==> src/rtl/pci_parity_unit.sv <==
module pci_parity_unit #(
  parameter int AD_W  = 32,
  parameter int CBE_W = 4
) (
  input  logic             clk,
  input  logic             rst_n,
  input  logic [AD_W-1:0]  bus_ad,
  input  logic [CBE_W-1:0] bus_cbe,
  input  logic             par_in,
  input  logic             adr_ph,
  input  logic             dat_ph,
  input  logic             role_mst,
  input  logic             dir_wr,
  input  logic             perr_rpt_en,
  input  logic             serr_rpt_en,
  output logic             par_out,
  output logic             par_drv,
  output logic             perr_flag,
  output logic             serr_flag
);

  logic calc, drive_now, chk_adr_now, chk_dat_now;
  logic exp_q, chk_adr_q, chk_dat_q, miss;

  assign calc        = ^{bus_ad, bus_cbe};
  assign drive_now   = (adr_ph & role_mst) | (dat_ph & (role_mst == dir_wr));
  assign chk_adr_now = adr_ph & ~role_mst;
  assign chk_dat_now = dat_ph & ~role_mst & dir_wr;
  assign miss        = exp_q ^ par_in;

  always_ff @(posedge clk or negedge rst_n) begin
    if (!rst_n) begin
      par_out   <= 1'b0;
      par_drv   <= 1'b0;
      exp_q     <= 1'b0;
      chk_adr_q <= 1'b0;
      chk_dat_q <= 1'b0;
      perr_flag <= 1'b0;
      serr_flag <= 1'b0;
    end else begin
      par_out   <= calc;
      par_drv   <= drive_now;
      exp_q     <= calc;
      chk_adr_q <= chk_adr_now;
      chk_dat_q <= chk_dat_now;
      perr_flag <= chk_dat_q & miss & perr_rpt_en;
      serr_flag <= chk_adr_q & miss & serr_rpt_en;
    end
  end

endmodule

==> config.mk <==
export PLATFORM = sky130hd
export DESIGN_NAME = pci_parity_unit
export DESIGN_NICKNAME = d
export VERILOG_FILES = /design/src/rtl/pci_parity_unit.sv
export SDC_FILE = /design/constraint.sdc
export NUM_CORES = 1
export LEC_CHECK = 0
export ABC_AREA = 1
export BUFFER_PORTS_ARGS = -buffer_cell sky130_fd_sc_hd__buf_2
export CELL_PAD_IN_SITES_DETAIL_PLACEMENT = 1
export CELL_PAD_IN_SITES_GLOBAL_PLACEMENT = 1
export CORE_ASPECT_RATIO = 1.5
export CORE_MARGIN = 2
export CORE_UTILIZATION = 25
export CTS_CLUSTER_DIAMETER = 200
export DETAILED_ROUTE_END_ITERATION = 8
export PLACE_DENSITY = 0.72
export SETUP_SLACK_MARGIN = 0.15
export SLEW_MARGIN = 40
export SYNTH_ARGS = -nofsm -noshare
export SYNTH_HDL_FRONTEND = slang
export SYNTH_SLANG_ARGS = --single-unit
export TNS_END_PERCENT = 100
==> constraint.sdc <==
create_clock -name clk -period 0.9 [get_ports clk]
set_clock_uncertainty 0.2 [all_clocks]
set_input_delay 0.09 -clock clk [delete_from_list [all_inputs] [get_ports clk]]
set_output_delay 0.09 -clock clk [all_outputs]
set_load 0.03 [all_outputs]
==> results.cfg <==
[outcome]
outcome = finished, violations left
failing_checks = negative hold slack, negative setup slack

[cts]
insertion_delay_to_the_later_sink_of_the_worst_skew_pair_ns = 0.22
path_clk_slew_ns = 0.04
cts_made_buffers = 3
cts_tree = done
clock_tree.root_cell = clkbuf_8
post_cts_hold_buffer_count = 1
cts_max_level = 1
numClockSinks = 6
cts.repair_timing.setup_buffer_count = 0
cts_buffer_depth = 2

[setup_path]
setup.worst_path.end_class = output pin
setup.worst_path.start_class = flop
cp.buffers_inverters = 1
timing.critical_path.arrival_ns = 0.79
cp_slowest_cell = dfrtp_1
critPathMaxStageDelay_ns = 0.41
critical_path_peak_fanout = 2
cp_cell_sequence = buf_6
timing.setup.critical_path_class = flop to output pin
worst_path_dominant_cell_family = flip-flops
setup.reg_to_reg.worst_slack_ns = -0.06
required_worst_endpoint_ns = 0.61

[drt]
detail_route.vias_per_cell = 4.27
drt_first_pass_iters = 2
routedWlPerCell_um = 8.52
vias = 1231
drc = 0
detail_route.iter0.violations = 12
drt.antenna.violating_nets = 0
routed_wirelength_um = 2450

[cells_and_area]
antenna-diode-count = 0
postLayoutCoreUtil = 0.418
final_cell_area_um2 = 1550
synthToLayoutAreaGrowth_pct = 59.0
fillCellCount = 524
commonest_non_fill_non_tap_cells_in_the_layout = nand2_1 (101), buf_2 (39), nand2_2 (23)
mostFrequentLayoutCell = nand2_1
layout.nets = 291
drive_above_1_share = 0.465

[floorplanning]
die-area_um2 = 4430
initial_utilization = 0.263
std_cell_rows = 27
io_pins = 49
design.core.area_um2 = 3720
die-width_um = 55.0
floorplan.die.height_um = 80.6

[power_and_ir_drop]
worst_ir_drop_vdd_mv = 0.718
design_power_total_mw = 1.72
power_per_cell_area_nw_per_um2 = 1110
pleak_nw = 0.944

[sta]
slew-limit-headroom = 0.829
maxClockFrequency_ghz = 0.926
rsz_0062_raised_after_global_routing = true
hold_ws_ns = -0.105
setup_viol_count_final = 7
finalMaxSlewViolations = 0
final_min_period_over_clock_period = 1.20
worstMarginPinSlew_ns = 0.255
final_critical_path_setup_slack_ns = -0.180
finalWorstPathRequiredPeriod_ns = 1.08
report.final.hold_viol_count = 5

[synth]
post_synth_num_cell_types = 13
average_cell_area_after_synthesis_um2 = 5.14
synth-seq-cells = 6
netlist_instances = 190
yosys_warnings = 0
syn_nets = 235
synth_seq_area_share = 0.154
mappedNetlistArea_um2 = 977

[grt]
grt_pass1_wl_um = 4180
grt_remaining_overflow = 0
first_global_vias = 1236
grt_antenna_before_repair = 0
grt_max_degree = 7
grt_usage = 0.122

[placed_design]
routabilityCongestion = 0.721
dpl_cell_area_um2 = 1340
dp_slack_ns = -0.404
dp_hpwl_um = 2130
io_buffer_count = 48

[worst_hold_path]
min_path_type = input port to flop

[run]
cap_violations = 0
## layout make-up
class	count	area (um^2)	share of cell area
clock buffers	4	45.0	0.0290
well taps	43	53.8	0.0346
repair buffers	51	310	0.200
flip-flops and latches	6	154	0.0990
inverters	29	116	0.0749
multi-input cells	155	875	0.563
## worst paths after layout
| kind | cells past startpoint | startpoint | endpoint |
|---|---|---|---|
| max | 1 | exp_q | par_out |
| min | 3 | perr_rpt_en | perr_flag |
| max reg2reg | 2 | exp_q | perr_flag |
| min reg2reg | 2 | chk_dat_q | perr_flag |
| max in group asynchronous | 2 | rst_n | par_drv |
| min in group asynchronous | 2 | rst_n | exp_q |
## Yosys cell counts
master | instances | share of area
nor2_2 | 1 | 0.0064
nand3_1 | 4 | 0.020
nand2_2 | 13 | 0.083
o21ai_0 | 1 | 0.0051
xnor2_1 | 11 | 0.099
inv_2 | 4 | 0.015
inv_1 | 25 | 0.096
dfrtp_1 | 6 | 0.15
nand3_2 | 2 | 0.020
or2_2 | 1 | 0.0064
xor2_1 | 5 | 0.045
nand2_1 | 112 | 0.43
nor2_1 | 5 | 0.019
## per-stage QoR
| stage | setup TNS, ns | cells |
|---|---|---|
| 6_report | -0.868 | 288 |
| 5_1_grt | -1.16 | 288 |
| 4_1_cts | -0.933 | 288 |
| 3_5_place_dp | -0.595 | 283 |
| 3_3_place_gp | -0.550 | 283 |
| 2_1_floorplan | -0.500 | 190 |
## metal layers
layer	global-route usage	routed length, um
met4	0.0415	18
met1	0.111	852
met5	0	0
met3	0.0130	102
met2	0.252	1480
## timing repair
action | in CTS | in global routing
pin swaps | 6 | 21
endpoints found under the hold margin | 11 | 5
gates resized for setup | 20 | 31
cloned | 0 | 0
setup endpoints to repair | 7 | 7
## tightest hold or removal path, cell delays in order
cell     delay (ns)
buf_2          0.10
nand2_1        0.06
nor2_1         0.04
## flip-flops by register name, indices dropped and copies added, names as in the netlist
| signal | count |
|---|---|
| perr_flag | 1 |
| serr_flag | 1 |
| chk_adr_q | 1 |
| chk_dat_q | 1 |
| par_drv | 1 |
| exp_q | 1 |
## cells by family after synthesis
group / Yosys count / share of synthesized area
buffers and inverters: 29 / 0.111
XOR/XNOR: 16 / 0.143
flip-flops: 6 / 0.154
AND/OR/NAND/NOR: 138 / 0.586
AO/OA/AOI/OAI: 1 / 0.00512
## power breakdown
group	total, mW	internal, mW	switching, mW
registers	0.341	0.309	0.0324
clock network	0.425	0.305	0.120
logic	0.957	0.430	0.527
(Power assumes the default switching activity.)
